## src/rtl/pfs_pkg.sv

```systemverilog
// Package: shared types for the per-instruction stride prefetcher.
// Assumes nothing beyond IEEE 1800-2017 enum support.
package pfs_pkg;

    // Two-bit confidence of one table entry.
    typedef enum logic [1:0] {
        ST_INIT   = 2'd0,
        ST_TRANS  = 2'd1,
        ST_STEADY = 2'd2,
        ST_NOPRED = 2'd3
    } conf_e;

endpackage

```

## src/rtl/pfs_table.sv

```systemverilog
// Module: direct-mapped training table.
// Holds per entry a valid bit, full PC tag, last byte address, stride and
// confidence state. Reads are combinational, writes take effect at the
// clock edge. Reset clears only the valid bits; data fields are don't-care
// while invalid.
module pfs_table
    import pfs_pkg::*;
#(
    parameter int IDX_W  = 4,
    parameter int PC_W   = 32,
    parameter int ADDR_W = 32
) (
    input  logic              clk,
    input  logic              rst_n,
    input  logic [IDX_W-1:0]  rd_idx,
    output logic              rd_valid,
    output logic [PC_W-1:0]   rd_pc,
    output logic [ADDR_W-1:0] rd_last,
    output logic [ADDR_W-1:0] rd_stride,
    output conf_e             rd_state,
    input  logic              wr_en,
    input  logic [IDX_W-1:0]  wr_idx,
    input  logic [PC_W-1:0]   wr_pc,
    input  logic [ADDR_W-1:0] wr_last,
    input  logic [ADDR_W-1:0] wr_stride,
    input  conf_e             wr_state
);

    localparam int ENTRIES = 1 << IDX_W;

    logic [ENTRIES-1:0] valid_q;
    logic [PC_W-1:0]    pc_q     [ENTRIES];
    logic [ADDR_W-1:0]  last_q   [ENTRIES];
    logic [ADDR_W-1:0]  stride_q [ENTRIES];
    conf_e              state_q  [ENTRIES];

    // Purpose: clear valid bits on reset, otherwise write the selected entry.
    always_ff @(posedge clk) begin
        if (!rst_n) begin
            valid_q <= '0;
        end else if (wr_en) begin
            valid_q[wr_idx]  <= 1'b1;
            pc_q[wr_idx]     <= wr_pc;
            last_q[wr_idx]   <= wr_last;
            stride_q[wr_idx] <= wr_stride;
            state_q[wr_idx]  <= wr_state;
        end
    end

    // Purpose: present the addressed entry to the training logic.
    always_comb begin
        rd_valid  = valid_q[rd_idx];
        rd_pc     = pc_q[rd_idx];
        rd_last   = last_q[rd_idx];
        rd_stride = stride_q[rd_idx];
        rd_state  = state_q[rd_idx];
    end

endmodule

```

## src/rtl/pfs_train.sv

```systemverilog
// Module: confidence and stride update for one looked-up entry.
// Purely combinational. On a tag miss it produces a fresh entry (stride 0,
// initial state); on a hit it compares the new delta with the stored stride.
module pfs_train
    import pfs_pkg::*;
#(
    parameter int ADDR_W = 32
) (
    input  logic              hit,
    input  logic [ADDR_W-1:0] cur_addr,
    input  logic [ADDR_W-1:0] old_last,
    input  logic [ADDR_W-1:0] old_stride,
    input  conf_e             old_state,
    output logic [ADDR_W-1:0] nx_stride,
    output conf_e             nx_state
);

    logic [ADDR_W-1:0] delta;
    logic              match;

    // Purpose: difference between this address and the previous one.
    always_comb begin
        delta = cur_addr - old_last;
        match = (delta == old_stride);
    end

    // Purpose: next confidence state and stride per the transition table.
    always_comb begin
        nx_stride = old_stride;
        nx_state  = old_state;
        if (!hit) begin
            nx_stride = '0;
            nx_state  = ST_INIT;
        end else begin
            unique case (old_state)
                ST_INIT: begin
                    nx_state = match ? ST_STEADY : ST_TRANS;
                    if (!match) nx_stride = delta;
                end
                ST_TRANS: begin
                    nx_state = match ? ST_STEADY : ST_NOPRED;
                    if (!match) nx_stride = delta;
                end
                ST_STEADY: begin
                    nx_state = match ? ST_STEADY : ST_INIT;
                end
                ST_NOPRED: begin
                    nx_state = match ? ST_TRANS : ST_NOPRED;
                    if (!match) nx_stride = delta;
                end
                default: begin
                    nx_state = ST_INIT;
                end
            endcase
        end
    end

endmodule

```

## src/rtl/pfs_issue.sv

```systemverilog
// Module: prefetch issue filter and output register.
// Forms the target line, rejects zero stride, same-line and duplicate
// targets, enforces the fill-buffer reserve, and registers the request.
// Assumes the caller asserts cand only for a steady entry on a valid load.
module pfs_issue #(
    parameter int ADDR_W = 32,
    parameter int OFF_W  = 6,
    parameter int FB_W   = 4,
    parameter int FB_MIN = 3
) (
    input  logic                    clk,
    input  logic                    rst_n,
    input  logic                    cand,
    input  logic [ADDR_W-1:0]       cur_addr,
    input  logic [ADDR_W-1:0]       stride,
    input  logic [FB_W-1:0]         fb_free,
    input  logic                    ld_miss,
    output logic                    pf_valid,
    output logic [ADDR_W-OFF_W-1:0] pf_line
);

    localparam int              LINE_W = ADDR_W - OFF_W;
    localparam logic [FB_W:0]   MIN_V  = FB_MIN[FB_W:0];

    logic [ADDR_W-1:0] tgt_addr;
    logic [LINE_W-1:0] tgt_line;
    logic [LINE_W-1:0] cur_line;
    logic [FB_W:0]     need;
    logic              budget_ok;
    logic              dup;
    logic              fire;
    logic              lpf_v;
    logic [LINE_W-1:0] lpf_q;

    // Purpose: compute target and current line addresses.
    always_comb begin
        tgt_addr = cur_addr + stride;
        tgt_line = tgt_addr[ADDR_W-1:OFF_W];
        cur_line = cur_addr[ADDR_W-1:OFF_W];
    end

    // Purpose: reserve check, free buffers must cover the minimum plus a miss.
    always_comb begin
        need      = MIN_V + {{FB_W{1'b0}}, ld_miss};
        budget_ok = ({1'b0, fb_free} >= need);
    end

    // Purpose: final issue decision.
    always_comb begin
        dup  = lpf_v && (tgt_line == lpf_q);
        fire = cand && (stride != '0) && (tgt_line != cur_line) && !dup && budget_ok;
    end

    // Purpose: register the request and remember the last issued line.
    always_ff @(posedge clk) begin
        if (!rst_n) begin
            pf_valid <= 1'b0;
            pf_line  <= '0;
            lpf_v    <= 1'b0;
            lpf_q    <= '0;
        end else begin
            pf_valid <= fire;
            if (fire) begin
                pf_line <= tgt_line;
                lpf_q   <= tgt_line;
                lpf_v   <= 1'b1;
            end
        end
    end

endmodule

```

## src/rtl/pfs_prefetcher.sv

```systemverilog
// Module: top of the per-instruction stride prefetcher.
// Looks up the table by PC bits, updates the entry on every valid load,
// and hands steady entries to the issue filter. Output is registered:
// a request appears the cycle after its triggering load.
module pfs_prefetcher
    import pfs_pkg::*;
#(
    parameter int PC_W   = 32,
    parameter int ADDR_W = 32,
    parameter int IDX_W  = 4,
    parameter int PC_LSB = 2,
    parameter int OFF_W  = 6,
    parameter int FB_W   = 4,
    parameter int FB_MIN = 3
) (
    input  logic                    clk,
    input  logic                    rst_n,
    input  logic                    ld_valid,
    input  logic [PC_W-1:0]         ld_pc,
    input  logic [ADDR_W-1:0]       ld_addr,
    input  logic                    ld_miss,
    input  logic [FB_W-1:0]         fb_free,
    output logic                    pf_valid,
    output logic [ADDR_W-OFF_W-1:0] pf_line
);

    logic [IDX_W-1:0]  idx;
    logic              rd_valid;
    logic [PC_W-1:0]   rd_pc;
    logic [ADDR_W-1:0] rd_last;
    logic [ADDR_W-1:0] rd_stride;
    conf_e             rd_state;
    logic              hit;
    logic [ADDR_W-1:0] nx_stride;
    conf_e             nx_state;
    logic              cand;

    // Purpose: select the entry from the PC bits above the instruction offset.
    always_comb begin
        idx = ld_pc[PC_LSB +: IDX_W];
        hit = rd_valid && (rd_pc == ld_pc);
    end

    pfs_table #(
        .IDX_W (IDX_W),
        .PC_W  (PC_W),
        .ADDR_W(ADDR_W)
    ) u_table (
        .clk      (clk),
        .rst_n    (rst_n),
        .rd_idx   (idx),
        .rd_valid (rd_valid),
        .rd_pc    (rd_pc),
        .rd_last  (rd_last),
        .rd_stride(rd_stride),
        .rd_state (rd_state),
        .wr_en    (ld_valid),
        .wr_idx   (idx),
        .wr_pc    (ld_pc),
        .wr_last  (ld_addr),
        .wr_stride(nx_stride),
        .wr_state (nx_state)
    );

    pfs_train #(
        .ADDR_W(ADDR_W)
    ) u_train (
        .hit       (hit),
        .cur_addr  (ld_addr),
        .old_last  (rd_last),
        .old_stride(rd_stride),
        .old_state (rd_state),
        .nx_stride (nx_stride),
        .nx_state  (nx_state)
    );

    // Purpose: only confirmed patterns on a real load are issue candidates.
    always_comb begin
        cand = ld_valid && hit && (nx_state == ST_STEADY);
    end

    pfs_issue #(
        .ADDR_W(ADDR_W),
        .OFF_W (OFF_W),
        .FB_W  (FB_W),
        .FB_MIN(FB_MIN)
    ) u_issue (
        .clk     (clk),
        .rst_n   (rst_n),
        .cand    (cand),
        .cur_addr(ld_addr),
        .stride  (nx_stride),
        .fb_free (fb_free),
        .ld_miss (ld_miss),
        .pf_valid(pf_valid),
        .pf_line (pf_line)
    );

endmodule

```

## config.mk

```make
export PLATFORM = sky130hd
export DESIGN_NAME = pfs_prefetcher
export DESIGN_NICKNAME = d
export VERILOG_FILES = /design/src/rtl/pfs_pkg.sv /design/src/rtl/pfs_table.sv /design/src/rtl/pfs_train.sv /design/src/rtl/pfs_issue.sv /design/src/rtl/pfs_prefetcher.sv
export SDC_FILE = /design/constraint.sdc
export NUM_CORES = 2
export LEC_CHECK = 0
export ABC_CLOCK_PERIOD_IN_PS = 14330
export BUFFER_PORTS_ARGS = -buffer_cell sky130_fd_sc_hd__buf_2
export CAP_MARGIN = 20
export CORE_ASPECT_RATIO = 1.75
export CORE_UTILIZATION = 25
export DETAILED_ROUTE_END_ITERATION = 10
export PLACE_DENSITY = 0.42
export RECOVER_POWER = 100
export SYNTH_ARGS = -nofsm -noshare
export SYNTH_HDL_FRONTEND = slang
export SYNTH_SLANG_ARGS = --single-unit
export TNS_END_PERCENT = 10
```

## constraint.sdc

```tcl
create_clock -name clk -period 14.33 [get_ports clk]
set_input_delay 0.7165 -clock clk [delete_from_list [all_inputs] [get_ports clk]]
set_output_delay 0.7165 -clock clk [all_outputs]
set_load 0.01 [all_outputs]
```

==> summary.txt <==
Status
  – Outcome: finished, violations left
  – Failing checks: max-capacitance violations, max-slew violations

Min path
  – Worst min path class: input pin to register
  – Worst Min Path Start: ld_pc[18]
  – WHS Path Cells: 1
  – Hold Path End: u_table.pc_q[9][18]$_DFFE_PP_

STA
  – Final-report hold violation count: 0
  – Final setup fails: 0
  – Normalized max-slew margin: -1.94
  – Clk_skew: 89.4 ps
  – Fin crit period: approximately 13000 ps
  – Worst-margin pin slew: between 4000 and 5000 ps
  – Setup TNS: 0 ps
  – Hold slack: ~440 ps
  – Unrepaired setup endpoints after global routing: no
  – Fmax: 76.1 MHz
  – Max-slew violations: ~1800
  – Post-route clock period utilization: 0.916

Synth
  – Post-synth ARST share: 0
  – Post-synth top area share: 0.676
  – Syn_nets: ~4000
  – Post-synth cell types: 104
  – Most frequent cell after synthesis: edfxtp_1
  – Mean post-synth cell area: about 18 um^2
  – EDFF count, synth: between 1500 and 2000
  – Area contributors post-synth: edfxtp_1 (68%), mux4_2 (14%), mux2i_1 (2.0%)
  – Register bit count reported by yosys: 1612
  – Dominant cell type by area after synthesis: edfxtp_1
  – Most used DFF post-synth: edfxtp_1
  – Cell Area, Synth: about 70000 um^2
  – Synth top cells by count: edfxtp_1 (1568), mux4_2 (424), nand2_1 (185)
  – Syn Inst Count: a little under 4000
  – Sequential-to-total area share from yosys stat: 0.688
  – Synth Warn #: 0

Finish
  – Final #Nets: ~4200
  – Fill cells: 27600
  – Area of the multi-input gates: 20500 um^2
  – Area delta synth->final: 14.1%
  – Share of layout cells above drive strength 1: 0.193
  – Final cell count without fillers: about 7800
  – Register Area: about 48000 um^2

GRT
  – Antenna violations before repair: 19
  – Grt total ovfl: 0
  – First-pass GRT wire length: around 320000 um
  – Largest net degree at the start of global routing: 90
  – Vias in the first global route: 40800
  – GRT Total Usage: 0.162

Drt
  – Antenna viol nets, final: 0
  – Routed WL: 231000 um
  – Vias per cell: between 4 and 5
  – Post-DR wirelength/cell: 29.6 um
  – Remaining DRCs: 0
  – Drt first pass iters: 5
  – Initial drt markers: around 2600
  – Via Count: roughly 38000

CTS
  – CTS tree: yes
  – CTS buffer count: roughly 160
  – Clk buf depth: 4
  – Post-CTS Resized: 0
  – Root Buffer: clkbuf_16
  – Number of setup buffers added after CTS: 0
  – Clk_lat worst skew: approximately 850 ps
  – Worst-path clk slew: about 60 ps
  – CTS sink cnt: around 1600
  – H-tree depth: 4
  – Count of hold-fix buffers inserted at cts: 0

Critical path
  – Max incr delay on CP: slightly above 1000 ps
  – Worst R2R Setup Slack: 2550 ps
  – Crit path kind: input pin to register
  – Worst Path Required: approximately 15000 ps
  – Crit-path max FO: between 60 and 70
  – RR Startpoint: u_table.last_q[7][8]$_DFFE_PP_
  – Crit path capture type: register
  – Slowest library cell on the worst path: clkbuf_1
  – R2R depth: 34
  – Most used cell, CP: clkbuf_1
  – CP Launch Type: input pin
  – RR Endpoint: u_issue.pf_line[12]$_SDFFE_PN0P_
  – CP arrival: between 10000 and 15000 ps

Job
  – Max Cap Viol: 54

Placed design
  – Dpl cells: between 7000 and 8000
  – DP Wirelength: 147000 um
  – GP Congestion: about 0.90
  – Port buffer count: between 90 and 100

Die
  – Core Area: 277000 um^2
  – Num rows: ~260
  – Die Area: 281000 um^2
  – # IOs: 99
  – Chip height: between 700 and 800 um
  – Die Wd: roughly 400 um
  – Initial Util: 0.251

Power and ir drop
  – PwrDens: around 130 nW/um^2
  – Final Power: slightly above 10 mW
  – VDD IR max: 0.0995 mV
  – Leakage: around 26 nW
## logic make-up after synthesis
group,synth area share
xor+xnor,0.0232
buf+inv,0.0190
compound gates,0.0467
flops,0.688
fa+ha+maj,0.0123
mux,0.161
simple gates,0.0501
## layout make-up
class | count | share of cell area
inverter | 65 | 0.00310
antenna | 7 | 0.000220
tap | 3612 | 0.0568
timing repair buffer | 248 | 0.0166
multi-input combinational | 1956 | 0.258
sequential | 1612 | 0.603
clock inverter | 88 | 0.00989
clock buffer | 196 | 0.0525
## cells in the final DEF (no fill, tap or decap), drive strengths merged, types with 19 or more instances in the layout
cell / instances
nor2: 152
and2: 21
mux2i: 136
clkinv: 65
ha: 67
xnor2: 96
nor3: 53
clkbuf: 362
nor4: 24
a21o: 56
nand2: 185
inv: 71
nand3b: 29
dfxtp: 44
nand2b: 21
xor2: 62
mux4: 424
edfxtp: 1568
a22oi: 23
a211oi: 19
nand4: 48
o2111ai: 20
buf: 82
mux2: 25
a21oi: 117
nand3: 37
o21ai: 58
## sequential cells by signal, summed over array words and instances (netlist names)
name              count
u_table.last_q      512
u_table.stride_q    512
u_table.pc_q        512
u_table.valid_q      16
u_issue.lpf_v         1
u_issue.pf_valid      1
u_table.state_q      32
u_issue.pf_line      26
## metal layers
metal / track usage / vias up / share of wire
li1: - / 16200 / -
met1: 0.177 / 20300 / 0.37
met2: 0.318 / 812 / 0.56
met3: 0.0181 / 343 / 0.031
met4: 0.0572 / 10 / 0.039
met5: 0 / - / 0.00026
## worst max-delay path: cells and delay by family
kind,cells,cell delay (ps)
AO/OA/AOI/OAI,9,2930
adder cells (fa/ha/maj),1,430
buffers and inverters,7,4240
AND/OR/NAND/NOR,12,5390
## where the power goes
part	total, mW	internal [mW]	switching (mW)
registers	5.20	5.19	0.00873
clock network	4.15	2.30	1.85
logic	0.896	0.323	0.572
## how the worst max path moves through the flow
stage / start / endpoint
after floorplan: ld_pc[2] / u_issue.pf_valid$_SDFF_PN0_
after global placement: ld_pc[2] / u_issue.pf_valid$_SDFF_PN0_
after detailed placement: ld_pc[2] / u_issue.pf_valid$_SDFF_PN0_
after CTS: ld_pc[2] / u_issue.pf_valid$_SDFF_PN0_
after global routing: ld_pc[3] / u_issue.pf_line[24]$_SDFFE_PN0P_
final: ld_pc[3] / u_issue.pf_valid$_SDFF_PN0_
## per-stage QoR
step                      utilization  worst slack, ps  instance area [um^2]
after global routing            0.287              823                 79500
after CTS                       0.288             1850                 80000
final                           0.287             1200                 79500
after detailed placement        0.271              968                 75000
after floorplan                     -             2300                 69700
after global placement          0.270             1170                 75000
Power figures use the tool's default switching activity.
